[config.mk]
export PLATFORM = sky130hd
export DESIGN_NAME = atomic_sync_unit
export DESIGN_NICKNAME = d
export VERILOG_FILES = /design/src/rtl/atomic_sync_pkg.sv /design/src/rtl/sync_rr_arbiter.sv /design/src/rtl/sync_rmw_unit.sv /design/src/rtl/sync_resv_table.sv /design/src/rtl/atomic_sync_unit.sv
export SDC_FILE = /design/constraint.sdc
export NUM_CORES = 1
export LEC_CHECK = 0
export CAP_MARGIN = 5
export CORE_MARGIN = 5
export CORE_UTILIZATION = 55
export DETAILED_ROUTE_END_ITERATION = 8
export DONT_BUFFER_PORTS = 1
export GPL_TIMING_DRIVEN = 0
export PLACE_DENSITY = 0.71
export SETUP_SLACK_MARGIN = 0.5
export SLEW_MARGIN = 20
export SYNTH_ARGS = -nofsm -noshare
export SYNTH_HDL_FRONTEND = slang
export SYNTH_HIERARCHICAL = 1
export SYNTH_SLANG_ARGS = --single-unit
[constraint.sdc]
create_clock -name clk -period 10.8 [get_ports clk]
set_input_delay 3.24 -clock clk [delete_from_list [all_inputs] [get_ports clk]]
set_output_delay 3.24 -clock clk [all_outputs]
set_load 0.02 [all_outputs]
[src/rtl/atomic_sync_pkg.sv]
package atomic_sync_pkg;
  typedef enum logic [2:0] {
    OP_SWAP = 3'd0,
    OP_TAS  = 3'd1,
    OP_FINC = 3'd2,
    OP_LL   = 3'd3,
    OP_SC   = 3'd4
  } sync_op_e;
  localparam int OPW = 3;
endpackage

[src/rtl/sync_rr_arbiter.sv]
module sync_rr_arbiter #(
  parameter int NREQ = 4,
  localparam int IDW = (NREQ > 1) ? $clog2(NREQ) : 1
) (
  input  logic            clk,
  input  logic            rst_n,
  input  logic [NREQ-1:0] valid,
  output logic [NREQ-1:0] gnt,
  output logic [IDW-1:0]  gnt_idx,
  output logic            gnt_any
);
  logic [IDW-1:0] ptr_q, ptr_d;
  logic           ptr_en;

  always_comb begin
    int j;
    gnt     = '0;
    gnt_idx = '0;
    gnt_any = 1'b0;
    for (int k = 0; k < NREQ; k++) begin
      j = int'(ptr_q) + k;
      if (j >= NREQ) j = j - NREQ;
      if (!gnt_any && valid[j]) begin
        gnt_any = 1'b1;
        gnt_idx = IDW'(j);
      end
    end
    if (gnt_any) gnt[gnt_idx] = 1'b1;
  end

  always_comb begin
    ptr_en = gnt_any;
    if (int'(gnt_idx) == NREQ - 1) ptr_d = '0;
    else                           ptr_d = gnt_idx + 1'b1;
  end

  always_ff @(posedge clk or negedge rst_n) begin
    if (!rst_n)      ptr_q <= '0;
    else if (ptr_en) ptr_q <= ptr_d;
  end
endmodule

[src/rtl/sync_rmw_unit.sv]
module sync_rmw_unit
  import atomic_sync_pkg::*;
#(
  parameter int DW = 16
) (
  input  logic [OPW-1:0] op,
  input  logic [DW-1:0]  old_val,
  input  logic [DW-1:0]  wdata,
  input  logic           sc_ok,
  output logic           we,
  output logic [DW-1:0]  new_val,
  output logic [DW-1:0]  rdata,
  output logic           is_ll,
  output logic           is_sc
);
  always_comb begin
    we      = 1'b0;
    new_val = wdata;
    rdata   = old_val;
    is_ll   = 1'b0;
    is_sc   = 1'b0;
    case (sync_op_e'(op))
      OP_SWAP: we = 1'b1;
      OP_TAS:  we = (old_val == '0);
      OP_FINC: begin
        we      = 1'b1;
        new_val = old_val + 1'b1;
      end
      OP_LL:   is_ll = 1'b1;
      OP_SC: begin
        is_sc = 1'b1;
        we    = sc_ok;
        rdata = {{(DW-1){1'b0}}, sc_ok};
      end
      default: ;
    endcase
  end
endmodule

[src/rtl/sync_resv_table.sv]
module sync_resv_table #(
  parameter int NREQ = 4,
  parameter int AW   = 4,
  localparam int IDW = (NREQ > 1) ? $clog2(NREQ) : 1
) (
  input  logic           clk,
  input  logic           rst_n,
  input  logic           act,
  input  logic [IDW-1:0] id,
  input  logic [AW-1:0]  addr,
  input  logic           is_ll,
  input  logic           is_sc,
  input  logic           we,
  output logic           sc_ok
);
  logic [NREQ-1:0] rv_q, rv_d;
  logic [AW-1:0]   ra_q [NREQ];
  logic [AW-1:0]   ra_d [NREQ];
  logic            upd;

  assign sc_ok = rv_q[id] && (ra_q[id] == addr);
  assign upd   = act;

  always_comb begin
    for (int k = 0; k < NREQ; k++) begin
      rv_d[k] = rv_q[k];
      ra_d[k] = ra_q[k];
      if (we && rv_q[k] && ra_q[k] == addr) rv_d[k] = 1'b0;
      if (int'(id) == k) begin
        if (is_ll) begin
          rv_d[k] = 1'b1;
          ra_d[k] = addr;
        end
        if (is_sc) rv_d[k] = 1'b0;
      end
    end
  end

  always_ff @(posedge clk or negedge rst_n) begin
    if (!rst_n) begin
      rv_q <= '0;
      for (int k = 0; k < NREQ; k++) ra_q[k] <= '0;
    end else if (upd) begin
      rv_q <= rv_d;
      for (int k = 0; k < NREQ; k++) ra_q[k] <= ra_d[k];
    end
  end
endmodule

[src/rtl/atomic_sync_unit.sv]
module atomic_sync_unit
  import atomic_sync_pkg::*;
#(
  parameter int NREQ = 4,
  parameter int AW   = 4,
  parameter int DW   = 16,
  localparam int IDW   = (NREQ > 1) ? $clog2(NREQ) : 1,
  localparam int DEPTH = 1 << AW
) (
  input  logic                clk,
  input  logic                rst_n,
  input  logic [NREQ-1:0]     req_valid,
  input  logic [OPW*NREQ-1:0] req_op,
  input  logic [AW*NREQ-1:0]  req_addr,
  input  logic [DW*NREQ-1:0]  req_wdata,
  output logic [NREQ-1:0]     gnt,
  output logic                rsp_vld,
  output logic [IDW-1:0]      rsp_id,
  output logic [DW-1:0]       rsp_data
);
  logic [1:0]      rst_pipe;
  logic            rst_sn;
  logic [NREQ-1:0] valid_live;
  logic [IDW-1:0]  sel;
  logic            any;
  logic [OPW-1:0]  s_op;
  logic [AW-1:0]   s_addr;
  logic [DW-1:0]   s_wdata;
  logic [DW-1:0]   old_val, new_val, rdata;
  logic            we, we_g, sc_ok, is_ll, is_sc;
  logic [DW-1:0]   mem_q [DEPTH];
  logic            rsp_vld_d;
  logic [IDW-1:0]  rsp_id_d;
  logic [DW-1:0]   rsp_data_d;

  always_ff @(posedge clk or negedge rst_n) begin
    if (!rst_n) rst_pipe <= 2'b00;
    else        rst_pipe <= {rst_pipe[0], 1'b1};
  end
  assign rst_sn     = rst_pipe[1];
  assign valid_live = rst_sn ? req_valid : '0;

  sync_rr_arbiter #(.NREQ(NREQ)) u_arb (
    .clk(clk), .rst_n(rst_sn), .valid(valid_live),
    .gnt(gnt), .gnt_idx(sel), .gnt_any(any)
  );

  always_comb begin
    s_op    = req_op[sel*OPW +: OPW];
    s_addr  = req_addr[sel*AW +: AW];
    s_wdata = req_wdata[sel*DW +: DW];
    old_val = mem_q[s_addr];
  end

  sync_rmw_unit #(.DW(DW)) u_rmw (
    .op(s_op), .old_val(old_val), .wdata(s_wdata), .sc_ok(sc_ok),
    .we(we), .new_val(new_val), .rdata(rdata), .is_ll(is_ll), .is_sc(is_sc)
  );

  assign we_g = we && any;

  sync_resv_table #(.NREQ(NREQ), .AW(AW)) u_resv (
    .clk(clk), .rst_n(rst_sn), .act(any), .id(sel), .addr(s_addr),
    .is_ll(is_ll), .is_sc(is_sc), .we(we_g), .sc_ok(sc_ok)
  );

  always_ff @(posedge clk or negedge rst_sn) begin
    if (!rst_sn) begin
      for (int k = 0; k < DEPTH; k++) mem_q[k] <= '0;
    end else if (we_g) begin
      mem_q[s_addr] <= new_val;
    end
  end

  always_comb begin
    rsp_vld_d  = any;
    rsp_id_d   = sel;
    rsp_data_d = rdata;
  end

  always_ff @(posedge clk or negedge rst_sn) begin
    if (!rst_sn) begin
      rsp_vld  <= 1'b0;
      rsp_id   <= '0;
      rsp_data <= '0;
    end else begin
      rsp_vld <= rsp_vld_d;
      if (any) begin
        rsp_id   <= rsp_id_d;
        rsp_data <= rsp_data_d;
      end
    end
  end
endmodule

==> results of run 1 <==
## flip-flops by register name, indices dropped and copies added (netlist names)
signal and count:
u_arb/ptr_q 2, rst_pipe 2, u_resv/rv_q 4, rsp_vld 1, rsp_id 2, rsp_data 16
mem_q 256, u_resv/ra_q 16
## metal layers
layer	up-vias	GRT usage	wire length [um]
met3	50	0.05347	2770
met4	0	0.07154	657
met1	5111	0.3445	17170
met5	-	0	0
li1	4457	-	-
met2	346	0.4086	18800
## power by group
| group | internal (uW) | switching (uW) | total (uW) |
|---|---|---|---|
| Clock | 692 | 460 | 1150 |
| Combinational | 713 | 807 | 1520 |
| Sequential | 1540 | 257 | 1790 |
| Total | 2940 | 1520 | 4470 |
## cells in the final DEF (no fill, tap or decap), types with 8 or more instances in the layout
cell type and instances:
a21oi_1 15, buf_2 35, buf_6 13, clkbuf_1 42
clkbuf_16 36, clkbuf_8 8, dfrtp_1 298, inv_1 16
mux2_1 8, mux2_2 243, mux2_4 31, mux2i_1 129
mux4_2 23, nand2_1 28, nor2_1 37, nor2b_1 14
o21ai_0 46, o22ai_1 67, xnor2_1 15
## final timing paths
path                               from     endpoint  cells past startpoint  slack, ns
max reg2reg                 rst_pipe[1]     mem_q[6]                     27       2.16
max in group asynchronous         rst_n  rst_pipe[1]                      0       8.30
min in group clk            rst_pipe[0]  rst_pipe[1]                      0       0.35
min                         rst_pipe[1]   mem_q[178]                      0       0.32
min reg2reg                 rst_pipe[1]   mem_q[178]                      0       0.32
max                        req_valid[0]     mem_q[6]                     25       0.93
## logic make-up after synthesis
kind of cell / after synthesis / synth area share
buffers and inverters: 107 / 0.03610
adders and majority gates: 6 / 0.004856
DFF: 299 / 0.4840
AOI/OAI and AO/OA: 154 / 0.06070
and+or+nand+nor: 151 / 0.06321
muxes: 439 / 0.3385
xor gates and xnor gates: 22 / 0.01246
other: 1 / 0.0002426
## through the flow
| step | worst slack [ns] | setup TNS [ns] | cell area, um^2 | hold slack (ns) | util |
|---|---|---|---|---|---|
| floorplan | 1.708 | 0 | 15460 | 0.3311 | - |
| global placement | -1.684 | -280.91 | 15930 | 0.3367 | 0.5735 |
| detailed placement | 0.5954 | 0 | 16070 | 0.3379 | 0.5786 |
| CTS | 1.107 | 0 | 17210 | 0.3471 | 0.6194 |
| global route | 0.6969 | 0 | 17230 | 0.3568 | 0.6200 |
| finish | 0.9262 | 0 | 17230 | 0.3220 | 0.6200 |
## cell type report
class,instances,area [um^2]
Antenna cell,7,17.52
Buffer,90,494.2
Clock buffer,52,1041
Clock inverter,10,92.59
Fill cell,2174,10560
Inverter,17,63.81
Multi-Input combinational cell,773,7420
Sequential cell,299,7486
Tap cell,378,473.0
Timing Repair Buffer,5,137.6
==> reports/qor.yml, run 1 <==
status: "finished, final reports clean"
htreeDepth: 2
yosysTopAreaCellShare: 0.4840
hold_viol_final: 0
tritoncts: "yes"
cp_max_fo: 10
yosys_most_used_dff: "dfrtp_1"
setup_viol: 0
syn_nets: 1283
crit_buf_inv: 7
cts_buffer_depth: 3
syn_area_per_cell_um2: 13.11
irDropWorstVdd_uv: 94.02
path_class: "input port to register"
min_path_type: "register to asynchronous set/reset pin"
grt_pass1_wl_mm: 61.31
clk_pin_slew_ns: 0.06
dp_hpwl_mm: 28.77
drive_above_1_share: 0.3579
finalCritPeriodShare: 0.9142
netlist_instances: 1179
synth_edf_count: 0
nNetsFinal: 1325
fp.dieH_um: 177.7
ys_async_sr_fraction: 1.000
via_count: 9964
gp_congestion: 0.8748
start_util: 0.5565
cp-end-kind: "register"
dp_cells: 1562
avgRoutedWirePerCell_um: 24.15
start_kind: "input port"
maxSlewViolCount: 0
ioPinCount: 121
synth_area_mm2: 0.01546
crit_required_ns: 11.20
port_buffers: 0
core_area_mm2: 0.02778
yosys.cell_count.top_type: "dfrtp_1"
clkLatencyLatePin_ns: 0.52
fmax_mhz: 101.3
grt_setup_unrepaired: "no"
ys_types: 71
via_per_inst: 6.109
yosys.area.top_type: "dfrtp_1"
crit_slowest_cell: "mux4_2"
ys_ff_latch: 299
critPathArrivalTime_ns: 10.27
die_x_um: 177.7
ys_seq_area_frac: 0.4840
antenna_found_initial: 7
finClkSkew_ns: 0.02796
num_rows: 61
drc: 0
maxCapViolCount: 0
drtIter0Drc: 738
wl_mm: 39.39
ys.warnings.count: 6
grt_pass1_vias: 10229
finalNonFillerCells: 1631
clock-sinks: 299
cts_inserted_buffers: 35
grt_usage: 0.2516
worst_slew_pin_slew_ns: 1.063
synth_area_leaders: "dfrtp_1 (48%), mux2_2 (18%), mux2i_1 (8.4%)"
grt_overflow: 0
area.growth.synth_to_final_pct: 11.42
synth.top_cells.by_count: "dfrtp_1 (299), mux2_2 (243), mux2i_1 (129)"
finalCriticalPeriod_ns: 9.874
dr.pass1.iters: 5
total_power_uw: 4466
root_buffer: "clkbuf_16"
relSlewSlack: 0.2837
post_cts_buffers: 0
holdBufCountCts: 0
ant_nets: 0
cpLargestDelayFamily: "simple AND/OR/NAND/NOR gates"
dieArea_mm2: 0.03156
power_density_mw_per_mm2: 259.3
leakagePower_uw: 0.007845
cp_slowest_stage_delay_ns: 0.62
grt_max_degree: 59
ctsResizeCount: 0
Note: power is estimated with default switching activity, not from simulation.
==> run 2, diff against run 1 <==
--- a/config.mk
+++ b/config.mk
@@ -7,11 +7,11 @@
 export LEC_CHECK = 0
 export CAP_MARGIN = 5
 export CORE_MARGIN = 5
-export CORE_UTILIZATION = 55
+export CORE_UTILIZATION = 57
 export DETAILED_ROUTE_END_ITERATION = 8
 export DONT_BUFFER_PORTS = 1
 export GPL_TIMING_DRIVEN = 0
-export PLACE_DENSITY = 0.71
+export PLACE_DENSITY = 0.73
 export SETUP_SLACK_MARGIN = 0.5
 export SLEW_MARGIN = 20
 export SYNTH_ARGS = -nofsm -noshare
==> run 2 against run 1 <==
  * Clock skew fell by 0.0078 ns
  * Via count rose by 0.93%
  * Count of clock-buffer cells in the layout fell by 6
  * Utilization rose by 1.9 points
  * Maximum frequency rose by 0.13%
  * Routed wire length fell by 1.4%
  * Largest cell class unchanged
  * Setup slack improved by 0.013 ns
  * Global-route usage rose by 0.080 points
  * Combinational power barely moved
  * First-iteration DRC count fell by 11%
==> reports/qor.yml, run 2 (synthesis results as in run 1) <==
tns_ns: 0
die_x_um: 174.7
htreeDepth: 2
grt_setup_unrepaired: "no"
grt_usage: 0.2524
grt_pass1_vias: 10376
path_class: "input port to register"
start_util: 0.5768
power_density_mw_per_mm2: 259.0
leakagePower_uw: 0.007821
avgRoutedWirePerCell_um: 24.52
dp_hpwl_mm: 28.10
start_kind: "input port"
relSlewSlack: 0.2546
worst_slew_pin_slew_ns: 1.106
maxCapViolCount: 0
antenna_found_initial: 2
cts_buffer_depth: 3
cp-end-kind: "register"
largest_register_ffs: 256
multi_input_area_mm2: 0.007420
min_path_type: "register to asynchronous set/reset pin"
finClkSkew_ns: 0.02020
post_cts_buffers: 0
maxSlewViolCount: 0
cp_max_fo: 10
holdBufCountCts: 0
layout_commonest_cell: "dfrtp_1"
port_buffers: 0
gp_congestion: 0.8360
num_rows: 60
critPathArrivalTime_ns: 10.25
finalCritPeriodShare: 0.9131
hold_viol_final: 0
drc: 0
grt_pass1_wl_mm: 60.60
nNetsFinal: 1324
finalCriticalPeriod_ns: 9.861
top_regs: "mem_q x256, rsp_data x16, u_resv/ra_q x16"
tritoncts: "yes"
final_util: 0.6386
via_count: 10057
top_register: "mem_q"
core_area_mm2: 0.02680
clkLatencyLatePin_ns: 0.52
drive_above_1_share: 0.3578
ant_nets: 0
final_cell_mix: "dfrtp_1 (298), mux2_2 (243), mux2i_1 (129)"
drtIter0Drc: 658
worst_slack_ns: 0.9390
crit_required_ns: 11.19
root_buffer: "clkbuf_16"
dieArea_mm2: 0.03052
cts_inserted_buffers: 34
fmax_mhz: 101.4
final.fill_count: 2021
status: "finished, final reports clean"
seq_area_mm2: 0.007486
grt_max_degree: 56
fp.dieH_um: 174.7
grt_overflow: 0
pre_cts_ws_ns: 0.6152
area.growth.synth_to_final_pct: 10.71
setup_viol: 0
wl_mm: 38.83
clock-sinks: 299
via_per_inst: 6.349
irDropWorstVdd_uv: 113.4
dr.pass1.iters: 5
ctsResizeCount: 0
ioPinCount: 121
clk_pin_slew_ns: 0.06
==> run 2: final timing paths <==
path | startpoint | endpoint | slack, ns | cells past startpoint
max | req_valid[1] | mem_q[13] | 0.94 | 25
min | rst_pipe[1] | mem_q[145] | 0.35 | 0
max reg2reg | rst_pipe[1] | mem_q[13] | 2.69 | 25
min reg2reg | rst_pipe[1] | mem_q[145] | 0.35 | 0
max in group asynchronous | rst_n | rst_pipe[1] | 8.30 | 0
min in group clk | rst_pipe[0] | rst_pipe[1] | 0.35 | 0
==> run 2: routing by layer <==
| layer | global-route usage | up-vias | share of wire |
|---|---|---|---|
| met5 | 0 | - | 0 |
| met1 | 0.3476 | 5161 | 0.44 |
| met4 | 0.06154 | 0 | 0.019 |
| met3 | 0.05517 | 62 | 0.073 |
| met2 | 0.4126 | 402 | 0.47 |
| li1 | - | 4432 | - |
==> run 2: metrics by stage <==
step,power [uW],area (um^2),hold slack [ns],instances
CTS,4434,17110,0.3475,1582
global route,4671,17120,0.3629,1584
detailed placement,3303,16030,0.3347,1525
global placement,3231,15890,0.3374,1520
floorplan,2873,15460,0.3311,1179
finish,4433,17120,0.3493,1584
==> run 2: power by group <==
group | total (uW) | switching [uW] | internal, uW
Clock | 1110 | 455 | 659
Combinational | 1520 | 809 | 713
Sequential | 1800 | 260 | 1540
==> run 2: critical path, stage by stage <==
cell and delay [ns]:
and2_1 0.26, mux2i_1 0.11, a21oi_1 0.27, o21a_1 0.32, buf_6 0.18, mux4_2 0.62
buf_2 0.25, nand2b_1 0.23, clkbuf_1 0.49, o22ai_1 0.14, o21ai_0 0.28, o21ai_0 0.33
inv_1 0.21, ha_1 0.17, nor4b_1 0.43, nand4_1 0.19, o41ai_1 0.38, nand2_1 0.35
inv_1 0.29, and2_4 0.18, buf_6 0.13, nand2_1 0.07, nor2_2 0.33, buf_2 0.39
mux2_2 0.38
==> run 2: final cells by class <==
cell class	count	share of cell area
Antenna cell	2	0.0002924
Timing Repair Buffer	5	0.008042
Clock buffer	46	0.05709
Clock inverter	11	0.006141
Tap cell	341	0.02493
Buffer	90	0.02888
Inverter	17	0.003728
Sequential cell	299	0.4374
Multi-Input combinational cell	773	0.4335
